## src/rtl/t1f_pkg.sv

```systemverilog
// Package: shared constants for the T1 transmit formatter.
// Assumes extended superframe of 24 frames of 193 bits.
package t1f_pkg;
    localparam int FRAME_BITS = 193;
    localparam int N_CH       = 24;
    localparam int N_FRM      = 24;
    localparam int CRC_W      = 6;
    localparam int DL_BITS    = 12;
    localparam int SIG_W      = 4;
    localparam int BYTE_W     = 8;
    // Framing pattern, bit k is the k-th pattern bit (0,0,1,0,1,1)
    localparam logic [5:0] FPS_PAT  = 6'b110100;
    // Low terms of x^6 + x + 1
    localparam logic [5:0] CRC_POLY = 6'b000011;
endpackage

```

## src/rtl/t1f_timing.sv

```systemverilog
// Module: t1f_timing
// Tracks bit position within a frame and frame number within a superframe.
// Assumes fsync is high on the framing bit of frame 1; it realigns counters
// whenever asserted. Nothing is active before the first fsync.
module t1f_timing #(
    parameter int FBITS = t1f_pkg::FRAME_BITS,
    parameter int NFRM  = t1f_pkg::N_FRM,
    parameter int NCH   = t1f_pkg::N_CH,
    localparam int PW   = $clog2(FBITS),
    localparam int FW   = $clog2(NFRM),
    localparam int CW   = $clog2(NCH)
) (
    input  logic          clk,
    input  logic          rst_n,
    input  logic          fsync,
    output logic          active,
    output logic          f_slot,
    output logic          sf_start,
    output logic          lsb_slot,
    output logic [CW-1:0] ch,
    output logic [FW-1:0] frm
);
    logic [PW-1:0] pos_q, cur_pos, pm1;
    logic [FW-1:0] frm_q;
    logic          lock_q;

    // Current slot, with fsync forcing the framing bit of frame 1
    always_comb begin
        cur_pos  = fsync ? '0 : pos_q;
        frm      = fsync ? '0 : frm_q;
        active   = fsync | lock_q;
        pm1      = cur_pos - PW'(1);
        f_slot   = active && (cur_pos == '0);
        sf_start = f_slot && (frm == '0);
        lsb_slot = active && (cur_pos != '0) && (pm1[2:0] == 3'b111);
        ch       = CW'(pm1[PW-1:3]);
    end

    // Advance position and frame counters
    always_ff @(posedge clk) begin
        if (!rst_n) begin
            pos_q  <= '0;
            frm_q  <= '0;
            lock_q <= 1'b0;
        end else if (active) begin
            lock_q <= 1'b1;
            if (cur_pos == PW'(FBITS - 1)) begin
                pos_q <= '0;
                frm_q <= (frm == FW'(NFRM - 1)) ? '0 : frm + FW'(1);
            end else begin
                pos_q <= cur_pos + PW'(1);
                frm_q <= frm;
            end
        end
    end

    AST_POS_RANGE: assert property (@(posedge clk) disable iff (!rst_n)
        pos_q < PW'(FBITS));
    AST_FSYNC_ALIGN: assert property (@(posedge clk) disable iff (!rst_n)
        fsync |=> (pos_q == PW'(1)) && (frm_q == '0));
endmodule

```

## src/rtl/t1f_fsrc.sv

```systemverilog
// Module: t1f_fsrc
// Selects the framing-bit value: pattern, CRC, data link or yellow alarm,
// each overridable by pass-through. Assumes frm counts 0..23 from the sync.
module t1f_fsrc #(
    parameter int NFRM = t1f_pkg::N_FRM,
    parameter int DLB  = t1f_pkg::DL_BITS,
    parameter int CRCW = t1f_pkg::CRC_W,
    localparam int FW  = $clog2(NFRM)
) (
    input  logic            clk,
    input  logic            rst_n,
    input  logic            f_slot,
    input  logic [FW-1:0]   frm,
    input  logic            ser_in,
    input  logic            f_pass,
    input  logic            crc_pass,
    input  logic            dl_sel,
    input  logic            yel_en,
    input  logic            dl_ext,
    input  logic [DLB-1:0]  dl_word,
    input  logic [CRCW-1:0] crc_prev,
    output logic            fbit
);
    localparam logic [FW-3:0] KMAX = (FW-2)'(CRCW - 1);
    logic [FW-3:0] k;
    logic [FW-2:0] fi;
    logic [3:0]    ycnt_q;

    // Yellow pattern phase: cleared while idle, steps on each data-link slot
    always_ff @(posedge clk) begin
        if (!rst_n || !yel_en) ycnt_q <= '0;
        else if (f_slot && !frm[0]) ycnt_q <= ycnt_q + 4'd1;
    end

    // Source multiplexer by slot type
    always_comb begin
        k  = frm[FW-1:2];
        fi = frm[FW-1:1];
        case (frm[1:0])
            2'b11:   fbit = f_pass ? ser_in : t1f_pkg::FPS_PAT[k];
            2'b01:   fbit = crc_pass ? ser_in : crc_prev[KMAX - k];
            default: fbit = f_pass ? ser_in :
                            yel_en ? ycnt_q[3] :
                            dl_sel ? dl_ext : dl_word[fi];
        endcase
    end

    AST_YEL_CLEAR: assert property (@(posedge clk) disable iff (!rst_n)
        !yel_en |=> (ycnt_q == '0));
    AST_YEL_STEP: assert property (@(posedge clk) disable iff (!rst_n)
        (yel_en && !(f_slot && !frm[0])) |=> $stable(ycnt_q));
endmodule

```

## src/rtl/t1f_crc6.sv

```systemverilog
// Module: t1f_crc6
// Serial CRC over the transmitted stream, framing bits counted as 1.
// Latches the finished remainder at each superframe start.
module t1f_crc6 #(
    parameter int W = t1f_pkg::CRC_W,
    parameter logic [W-1:0] POLY = t1f_pkg::CRC_POLY
) (
    input  logic         clk,
    input  logic         rst_n,
    input  logic         obit,
    input  logic         is_f,
    input  logic         is_sf,
    output logic [W-1:0] crc_prev
);
    logic [W-1:0] st_q, base, nxt;
    logic         din, fb;

    // One LFSR step from the current or a fresh state
    always_comb begin
        base = is_sf ? '0 : st_q;
        din  = is_f | obit;
        fb   = din ^ base[W-1];
        nxt  = {base[W-2:0], 1'b0} ^ (fb ? POLY : '0);
    end

    // State and latched remainder
    always_ff @(posedge clk) begin
        if (!rst_n) begin
            st_q     <= '0;
            crc_prev <= '0;
        end else begin
            st_q <= nxt;
            if (is_sf) crc_prev <= st_q;
        end
    end

    AST_CRC_HOLD: assert property (@(posedge clk) disable iff (!rst_n)
        !is_sf |=> $stable(crc_prev));
endmodule

```

## src/rtl/t1_tx_formatter.sv

```systemverilog
// Module: t1_tx_formatter (top)
// Eight-clock delay line carrying the outgoing stream; framing slots, signaling
// and bit 7 stuffing are applied as bits enter or as each byte completes.
// Assumes configuration inputs change only at superframe boundaries.
module t1_tx_formatter #(
    parameter int N_CH       = t1f_pkg::N_CH,
    parameter int N_FRM      = t1f_pkg::N_FRM,
    parameter int FRAME_BITS = t1f_pkg::FRAME_BITS,
    parameter int DL_BITS    = t1f_pkg::DL_BITS,
    localparam int SIG_W     = t1f_pkg::SIG_W,
    localparam int SV_W      = N_CH * SIG_W
) (
    input  logic               clk,
    input  logic               rst_n,
    input  logic               ser_in,
    input  logic               fsync,
    input  logic               f_pass,
    input  logic               crc_pass,
    input  logic               sig_en,
    input  logic               gstuff,
    input  logic               dl_sel,
    input  logic               blue_en,
    input  logic               yel_en,
    input  logic               dl_ext,
    input  logic [DL_BITS-1:0] dl_word,
    input  logic [N_CH-1:0]    stuff_mask,
    input  logic [N_CH-1:0]    sig_mask,
    input  logic [SV_W-1:0]    sig_val,
    output logic               ser_out
);
    localparam int BW = t1f_pkg::BYTE_W;
    localparam int FW = $clog2(N_FRM);
    localparam int CW = $clog2(N_CH);
    localparam int NSIG = 4;

    logic          active, f_slot, sf_start, lsb_slot, fbit;
    logic [CW-1:0] ch;
    logic [FW-1:0] frm;
    logic [t1f_pkg::CRC_W-1:0] crc_prev;
    logic [BW-1:0] dl_q, mf_q, ms_q;
    logic          sig_frame, sig_ins, lsb_val, stuff, ent;
    logic [1:0]    sj;
    logic [$clog2(SV_W)-1:0] sidx;

    t1f_timing #(.FBITS(FRAME_BITS), .NFRM(N_FRM), .NCH(N_CH)) tim_i (
        .clk(clk), .rst_n(rst_n), .fsync(fsync), .active(active),
        .f_slot(f_slot), .sf_start(sf_start), .lsb_slot(lsb_slot),
        .ch(ch), .frm(frm)
    );

    t1f_fsrc #(.NFRM(N_FRM), .DLB(DL_BITS)) fsrc_i (
        .clk(clk), .rst_n(rst_n), .f_slot(f_slot), .frm(frm),
        .ser_in(ser_in), .f_pass(f_pass), .crc_pass(crc_pass),
        .dl_sel(dl_sel), .yel_en(yel_en), .dl_ext(dl_ext),
        .dl_word(dl_word), .crc_prev(crc_prev), .fbit(fbit)
    );

    t1f_crc6 crc_i (
        .clk(clk), .rst_n(rst_n), .obit(dl_q[BW-1]), .is_f(mf_q[BW-1]),
        .is_sf(ms_q[BW-1]), .crc_prev(crc_prev)
    );

    // Signaling frame detect: frames 6,12,18,24 carry A,B,C,D
    always_comb begin
        sig_frame = 1'b0;
        sj        = 2'd0;
        for (int j = 0; j < NSIG; j++) begin
            if (frm == FW'(6 * j + 5)) begin
                sig_frame = 1'b1;
                sj        = 2'(j);
            end
        end
    end

    // Last-bit value and zero-byte stuffing decision
    always_comb begin
        sidx    = {ch, 2'b11 - sj};
        sig_ins = sig_en && sig_mask[ch] && sig_frame;
        lsb_val = sig_ins ? sig_val[sidx] : ser_in;
        stuff   = lsb_slot && !blue_en && (dl_q[BW-2:0] == '0) && !lsb_val
                  && (gstuff || stuff_mask[ch]);
    end

    // Bit entering the delay line
    always_comb begin
        if (!active)       ent = 1'b0;
        else if (blue_en)  ent = 1'b1;
        else if (f_slot)   ent = fbit;
        else if (lsb_slot) ent = lsb_val;
        else               ent = ser_in;
    end

    // Delay line with framing and superframe markers
    always_ff @(posedge clk) begin
        if (!rst_n) begin
            dl_q <= '0;
            mf_q <= '0;
            ms_q <= '0;
        end else begin
            dl_q <= {dl_q[BW-2:1], dl_q[0] | stuff, ent};
            mf_q <= {mf_q[BW-2:0], f_slot};
            ms_q <= {ms_q[BW-2:0], sf_start};
        end
    end

    assign ser_out = dl_q[BW-1];

    AST_BLUE_ONES: assert property (@(posedge clk) disable iff (!rst_n)
        (active && blue_en) |=> dl_q[0]);
    AST_FPASS_IN: assert property (@(posedge clk) disable iff (!rst_n)
        (f_slot && f_pass && !blue_en && frm[1:0] != 2'b01)
        |=> (dl_q[0] == $past(ser_in)));
    AST_SIG_OFF: assert property (@(posedge clk) disable iff (!rst_n)
        (lsb_slot && !sig_en && !blue_en) |=> (dl_q[0] == $past(ser_in)));
    AST_GSTUFF: assert property (@(posedge clk) disable iff (!rst_n)
        (lsb_slot && gstuff && !blue_en && dl_q[BW-2:0] == '0 && !lsb_val)
        |=> dl_q[1]);
    AST_NZ_NOSTUFF: assert property (@(posedge clk) disable iff (!rst_n)
        (lsb_slot && !dl_q[0] && dl_q[BW-2:1] != '0) |=> !dl_q[1]);
endmodule

```

## config.mk

```make
export PLATFORM = sky130hd
export DESIGN_NAME = t1_tx_formatter
export DESIGN_NICKNAME = d
export VERILOG_FILES = /design/src/rtl/t1f_pkg.sv /design/src/rtl/t1f_timing.sv /design/src/rtl/t1f_fsrc.sv /design/src/rtl/t1f_crc6.sv /design/src/rtl/t1_tx_formatter.sv
export SDC_FILE = /design/constraint.sdc
export NUM_CORES = 1
export LEC_CHECK = 0
export ABC_CLOCK_PERIOD_IN_PS = 7900
export BUFFER_PORTS_ARGS = -buffer_cell sky130_fd_sc_hd__buf_4
export CAP_MARGIN = 40
export CELL_PAD_IN_SITES_DETAIL_PLACEMENT = 0
export CELL_PAD_IN_SITES_GLOBAL_PLACEMENT = 2
export CORE_ASPECT_RATIO = 0.7
export CORE_MARGIN = 2
export CORE_UTILIZATION = 31
export CTS_BUF_LIST = sky130_fd_sc_hd__clkbuf_2 sky130_fd_sc_hd__clkbuf_4 sky130_fd_sc_hd__clkbuf_8
export DETAILED_ROUTE_END_ITERATION = 8
export PLACE_DENSITY = 0.95
export SLEW_MARGIN = 20
export SYNTH_ARGS = -nofsm -noshare
export SYNTH_HDL_FRONTEND = slang
export SYNTH_SLANG_ARGS = --single-unit
export TNS_END_PERCENT = 1
```

## constraint.sdc

```tcl
create_clock -name clk -period 7.9 [get_ports clk]
set_input_delay 1.185 -clock clk [delete_from_list [all_inputs] [get_ports clk]]
set_output_delay 1.185 -clock clk [all_outputs]
set_load 0.01 [all_outputs]
```

==> results of run 1 <==
==> flip-flops by register name, summed over array words and instances, names as in the netlist <==
signal          flops
crc_i.crc_prev      6
mf_q                8
tim_i.pos_q         8
crc_i.st_q          6
tim_i.lock_q        1
ms_q                8
dl_q                8
tim_i.frm_q         5
fsrc_i.ycnt_q       4
==> layout make-up <==
class | count | area, sq um
fillers | 1509 | 8610
clock buffers | 6 | 82.6
inverters | 17 | 63.8
clock inverters | 2 | 38.8
well taps | 195 | 244
repair buffers | 173 | 1300
multi-input cells | 455 | 3160
flip-flops and latches | 54 | 1080
==> metal layers <==
| layer | share of wire | routed length [um] | vias to the layer above | GRT usage |
|---|---|---|---|---|
| met3 | 0.072 | 1150 | 12 | 0.0281 |
| met1 | 0.47 | 7400 | 2294 | 0.290 |
| met2 | 0.45 | 7100 | 219 | 0.308 |
| met4 | 0.012 | 191 | 0 | 0.0401 |
| met5 | 0 | 0 | - | 0 |
| li1 | - | - | 2386 | - |
==> worst min path at each step <==
stage | start | endpoint | cells after the start
after floorplan | mf_q[0] | mf_q[1] | 1
after CTS | ms_q[4] | ms_q[5] | 1
after global routing | ms_q[4] | ms_q[5] | 1
after global placement | ms_q[3] | ms_q[4] | 1
final | ms_q[4] | ms_q[5] | 1
after detailed placement | ms_q[2] | ms_q[3] | 1
==> power groups by stage <==
stage	clock [W]	sequential (W)	combinational [W]
6_report	0.000198	0.000283	0.000184
5_1_grt	0.000212	0.000283	0.000201
4_1_cts	0.000204	0.000283	0.000183
3_5_place_dp	0	0.000289	0.000183
3_3_place_gp	0	0.000289	0.000180
2_1_floorplan	0	0.000286	0.0000944
==> logic make-up (layout without fill, tap and decap cells) <==
family | Yosys count | count (layout) | synth area share
buffers and inverters | 65 | 198 | 0.0737
xor gates and xnor gates | 7 | 7 | 0.0134
AOI/OAI and AO/OA | 151 | 151 | 0.241
and+or+nand+nor | 244 | 244 | 0.296
adders and majority gates | 7 | 7 | 0.0191
DFF | 54 | 54 | 0.236
muxes | 46 | 46 | 0.122
==> synthesized netlist by cell type, types with 4 or more instances <==
cell type	number	area (sq um)
sky130_fd_sc_hd__mux2i_1	35	350
sky130_fd_sc_hd__and2_1	29	181
sky130_fd_sc_hd__nand2_1	62	233
sky130_fd_sc_hd__a21oi_1	32	160
sky130_fd_sc_hd__ha_1	7	87.6
sky130_fd_sc_hd__nor4_1	8	50.1
sky130_fd_sc_hd__a211oi_1	19	143
sky130_fd_sc_hd__clkbuf_1	25	93.8
sky130_fd_sc_hd__nand4_1	7	43.8
sky130_fd_sc_hd__inv_1	16	60.1
sky130_fd_sc_hd__nor2_1	34	128
sky130_fd_sc_hd__nand2b_1	10	62.6
sky130_fd_sc_hd__o32ai_1	4	35.0
sky130_fd_sc_hd__xnor2_1	5	43.8
sky130_fd_sc_hd__o21ai_0	22	110
sky130_fd_sc_hd__dfxtp_1	54	1080
sky130_fd_sc_hd__nand3_1	30	150
sky130_fd_sc_hd__o41ai_1	4	35.0
sky130_fd_sc_hd__o221ai_1	5	43.8
sky130_fd_sc_hd__buf_4	4	30.0
sky130_fd_sc_hd__nor3_1	7	35.0
sky130_fd_sc_hd__nor3b_1	5	37.5
sky130_fd_sc_hd__buf_6	6	67.6
sky130_fd_sc_hd__a311oi_1	4	35.0
sky130_fd_sc_hd__and3_1	4	25.0
sky130_fd_sc_hd__buf_2	9	45.0
sky130_fd_sc_hd__mux4_2	6	135
sky130_fd_sc_hd__o211ai_1	4	30.0
sky130_fd_sc_hd__a31oi_1	5	31.3
sky130_fd_sc_hd__or3_1	6	37.5
sky130_fd_sc_hd__o31ai_1	6	45.0
sky130_fd_sc_hd__nor2b_1	24	150
==> through the flow <==
stage	std cells	hold slack [ns]	utilization	power, W	instance area, sq um
3_5_place_dp	893	0.421	0.401	0.000472	5840
3_3_place_gp	892	0.413	0.400	0.000469	5830
6_report	902	0.426	0.409	0.000665	5970
5_1_grt	902	0.440	0.409	0.000696	5970
4_1_cts	901	0.431	0.409	0.000671	5960
2_1_floorplan	574	0.412	-	0.000380	4580
==> results_dict.tcl, run 1 <==
set metrics [dict create \
    status "finished clean" \
    most_common_library_cell_in_the_layout_ignoring_fill_and_taps "sky130_fd_sc_hd__buf_4" \
    placement.setup.worst_slack_ns 2.84 \
    max-clock-path-buffers 2 \
    yosys_register_bits 54 \
    maxSlewHeadroom 0.398 \
    die_x_um 149 \
    grt_setup_unrepaired "no" \
    synth_enable_flop_cells 0 \
    sequentialPowerShare 0.425 \
    post_synth_instance_area_sq_mm 0.00458 \
    post-route-period-util 0.605 \
    grt_pass1_wl_um 25000 \
    first_global_vias 4809 \
    switching_share 0.280 \
    final-setup-viol-count 0 \
    grt.overflow.total 0 \
    setup_tns_ns 0 \
    global_route.usage.total 0.198 \
    area_growth_syn_to_layout_pct 30.3 \
    power.clock.fraction 0.298 \
    synth_flop_cell "sky130_fd_sc_hd__dfxtp_1" \
    fmaxAchievable_mhz 209 \
    synth-warning-count 0 \
    synth_seq_area_share 0.236 \
    worstSetupEndpointType "flop" \
    design.die.area_sq_mm 0.0158 \
    place.detailed.hpwl_um 12600 \
    post_cts_resize_count 0 \
    internal-power_w 0.000479 \
    launch_point_of_the_critical_path "fsync" \
    tritoncts "done" \
    drtPass1Iterations 4 \
    max_cap_violations 0 \
    post_cts_hold_buffer_count 0 \
    ant_nets 0 \
    finalWeightedCongestion 0.939 \
    totalWireLength_um 15800 \
    worstPathCellList "buf_4 > nor2b_1 > ha_1 > nand2b_1 > a21oi_4 > mux4_2 > a2111oi_0 > a211oi_1 > a31oi_1 > o2111ai_1 > o2bb2ai_1 > a22o_1" \
    worst_stage_delay_on_the_critical_path_ns 0.56 \
    share_comb_of_total_power 0.277 \
    pwr_density_cell_mw_per_mm2 111 \
    share_of_flip_flops_with_an_asynchronous_set_or_reset_after_synthesis 0 \
    crit_path_max_fanout 39 \
    floorplan.die.height_um 106 \
    clock_tree.htree_level_count 2 \
    clock_latency_at_the_later_pin_of_the_worst_skew_pair_ns 0.32 \
    cts-root-buf "sky130_fd_sc_hd__clkbuf_8" \
    floorplan.rows 37 \
    synth_instances 574 \
    worst_path_dominant_cell_family "compound AO/OA/AOI/OAI gates" \
    grt_start_max_net_pins 45 \
    timing.critical_path.required_ns 8.17 \
    via_count 4911 \
    worst_setup_path_start_kind "input pin" \
    hold_fails_final_rpt 0 \
    detail_route.iter0.violations 313 \
    regToRegStartpoint "tim_i.frm_q[1]" \
    drive_gt1_frac 0.298 \
    post_synth.cell_area_avg_sq_um 7.98 \
    worst_slack_ns 3.12 \
    num_antenna_cells 0 \
    crit_path_end "dl_q[1]" \
    fin_crit_ns 4.78 \
    num-nets-final 881 \
    post_cts.repair.setup_buffers 0 \
    worst_setup_hold_path_clk_slew_ns 0.11 \
    placeableCoreArea_sq_mm 0.0146 \
    antenna_found_initial 0 \
    mostFrequentLayoutCells "sky130_fd_sc_hd__buf_4, sky130_fd_sc_hd__nand2_1, sky130_fd_sc_hd__dfxtp_1, sky130_fd_sc_hd__mux2i_1, sky130_fd_sc_hd__nor2_1" \
    critical_path_depth 12 \
    cts_num_sinks 54 \
    initial_utilization 0.314 \
    ioPinCount 169 \
    crit_type "in2reg" \
    yosysUniqueCellTypes 81 \
    detail_routed_via_count_per_cell 5.44 \
    total_switching_power_w 0.000186 \
    fin_worst_skew_ns 0.0193 \
    timing.critical_path.arrival_ns 5.05 \
    worstPathBufferInverterCount 1 \
    total_leakage_power_nw 2.51 \
    synth.net_count 749 \
    wl_per_cell_um 17.6 \
    io_buffers 168 \
    worst_pin_slew_ns 0.902 \
    ff2ff_setup_slack_ns 3.87 \
    hp-class "reg2reg" \
    maximum_ir_drop_on_the_vdd_rail_mv 0.0758 \
    reg2regPathDepth 12 \
    r2r-end "dl_q[1]" \
    remaining_drc_errors 0 \
    slowest_stage "sky130_fd_sc_hd__mux4_2" \
    drv_slew 0 \
    cts_buffers 5 \
]
Power figures use the tool's default switching activity.
==> run 2, diff against run 1 <==
- ABC_CLOCK_PERIOD_IN_PS: 7900 -> 4290
- CORE_UTILIZATION: 31 -> 26
- PLACE_DENSITY: 0.95 -> 0.86
- clock period: 7.9 -> 4.29 ns (I/O delays scaled with it)
==> run 2 against run 1 <==
Net effect: clock-buffer cell count did not move; total power rose by 78%; sequential power rose by 84%; utilization fell by 5.5 points; first-iteration DRC count rose by 32%; sequential cell count did not move; hold slack improved by 0.0080 ns; critical endpoint is now dl_q[0]; sequential share of layout area fell by 0.38 points; global-route usage fell by 1.8 points; clock skew fell by 0.0080 ns; worst setup slack got worse by 2.4 ns; final cell count rose by 5.4%.
==> results_dict.tcl, run 2 (synthesized netlist as in run 1, its figures left out) <==
set metrics [dict create \
    status "finished clean" \
    detail_route.iter0.violations 414 \
    total_leakage_power_nw 2.56 \
    slowest_stage "sky130_fd_sc_hd__or3_1" \
    switching_share 0.299 \
    detailed_place.area_sq_mm 0.00598 \
    detail_routed_via_count_per_cell 5.22 \
    power.clock.fraction 0.266 \
    cts-root-buf "sky130_fd_sc_hd__clkbuf_8" \
    initial_utilization 0.266 \
    sequentialPowerShare 0.440 \
    global_route.usage.total 0.180 \
    via_count 4968 \
    total_switching_power_w 0.000354 \
    post_cts_hold_buffer_count 0 \
    drtPass1Iterations 5 \
    grt.overflow.total 0 \
    hp-class "reg2reg" \
    worstPathCellList "nand2b_1 > inv_1 > ha_1 > mux2i_1 > or3_1 > o21ai_0 > o22ai_1 > a211oi_1 > a32o_1 > a21oi_1 > o2bb2ai_1 > o22ai_1" \
    grt_setup_unrepaired "no" \
    internal-power_w 0.000828 \
    grt_start_max_net_pins 45 \
    fin_worst_skew_ns 0.0113 \
    drive_gt1_frac 0.311 \
    worst_setup_hold_path_clk_slew_ns 0.11 \
    wl_per_cell_um 17.9 \
    setup_tns_ns 0 \
    hold_fails_final_rpt 0 \
    min_path_cells 1 \
    share_comb_of_total_power 0.294 \
    io_buffers 168 \
    clock_tree.htree_level_count 2 \
    timing.critical_path.arrival_ns 3.78 \
    drv_slew 0 \
    ioPinCount 169 \
    grt_pass1_wl_um 26500 \
    floorplan.rows 40 \
    num-nets-final 894 \
    max-clock-path-buffers 2 \
    post-route-period-util 0.830 \
    reg2regPathDepth 12 \
    cts_num_sinks 54 \
    place.detailed.hpwl_um 13800 \
    fin_crit_ns 3.56 \
    final-setup-viol-count 0 \
    design.die.area_sq_mm 0.0187 \
    most_common_library_cell_in_the_layout_ignoring_fill_and_taps "sky130_fd_sc_hd__buf_4" \
    placeableCoreArea_sq_mm 0.0172 \
    finalWeightedCongestion 0.863 \
    worst_pin_slew_ns 0.708 \
    fmaxAchievable_mhz 281 \
    crit_type "reg2reg" \
    num_antenna_cells 0 \
    pwr_density_cell_mw_per_mm2 194 \
    max_cap_violations 0 \
    worst_setup_path_start_kind "flop" \
    first_global_vias 4946 \
    post_cts_resize_count 0 \
    maxSlewHeadroom 0.526 \
    worstSetupEndpointType "flop" \
    tritoncts "done" \
    clock_latency_at_the_later_pin_of_the_worst_skew_pair_ns 0.32 \
    floorplan.die.height_um 115 \
    timing.critical_path.required_ns 4.51 \
    cts_buffers 5 \
    remaining_drc_errors 0 \
    antenna_found_initial 0 \
    holdWs_ns 0.434 \
    finish.instance_area_sq_mm 0.00610 \
    ant_nets 0 \
    area_growth_syn_to_layout_pct 33.1 \
    post_cts.repair.setup_buffers 0 \
    maximum_ir_drop_on_the_vdd_rail_mv 0.106 \
    worst_stage_delay_on_the_critical_path_ns 0.63 \
    crit_path_max_fanout 13 \
    die_x_um 163 \
    crit_path_frequent_cell "sky130_fd_sc_hd__o22ai_1" \
    mostFrequentLayoutCells "sky130_fd_sc_hd__buf_4, sky130_fd_sc_hd__nand2_1, sky130_fd_sc_hd__dfxtp_1, sky130_fd_sc_hd__mux2i_1, sky130_fd_sc_hd__nor2_1" \
    totalWireLength_um 17100 \
]
[run 2: power by group through the flow]
stage	Clock (W)	Sequential (W)	Combinational (W)
after detailed placement	0	0.000532	0.000345
after CTS	0.000324	0.000520	0.000346
after global routing	0.000347	0.000522	0.000379
final	0.000314	0.000521	0.000347
after floorplan	0	0.000527	0.000174
after global placement	0	0.000531	0.000344
[run 2: final timing paths]
check	endpoint	startpoint	slack [ns]
max reg2reg	dl_q[0]	tim_i.frm_q[1]	0.73
max	dl_q[0]	tim_i.frm_q[1]	0.73
min reg2reg	mf_q[7]	mf_q[6]	0.43
min	mf_q[7]	mf_q[6]	0.43
[run 2: through the flow]
step / utilization / setup WS (ns) / total power, W / instances
finish: 0.354 / 0.728 / 0.00118 / 951
global route: 0.354 / 0.434 / 0.00125 / 951
CTS: 0.353 / 0.759 / 0.00119 / 949
detailed placement: 0.347 / 0.409 / 0.000877 / 941
global placement: 0.347 / 0.491 / 0.000876 / 941
floorplan: - / 0.357 / 0.000700 / 574
[run 2: layout make-up]
cell class | instances | area (sq um)
Clock buffer | 6 | 82.6
Clock inverter | 2 | 16.3
Fill cell | 1874 | 11100
Inverter | 17 | 63.8
Multi-Input combinational cell | 455 | 3160
Sequential cell | 54 | 1080
Tap cell | 231 | 289
Timing Repair Buffer | 186 | 1400
[run 2: per-layer routing]
layer	global-route usage	vias to the layer above	routed length, um
met5	0	-	0
met4	0.0242	0	83
met3	0.0480	9	1480
met2	0.289	204	7660
met1	0.248	2343	7830
li1	-	2412	-
[run 2: critical path, delay by kind of cell, from the launching register on]
kind	cells	cell delay, ns
AO/OA/AOI/OAI	7	1.45
AND/OR/NAND/NOR	2	0.85
flip-flops	1	0.54
adder cells (fa/ha/maj)	1	0.33
multiplexers	1	0.17
buffers and inverters	1	0.13
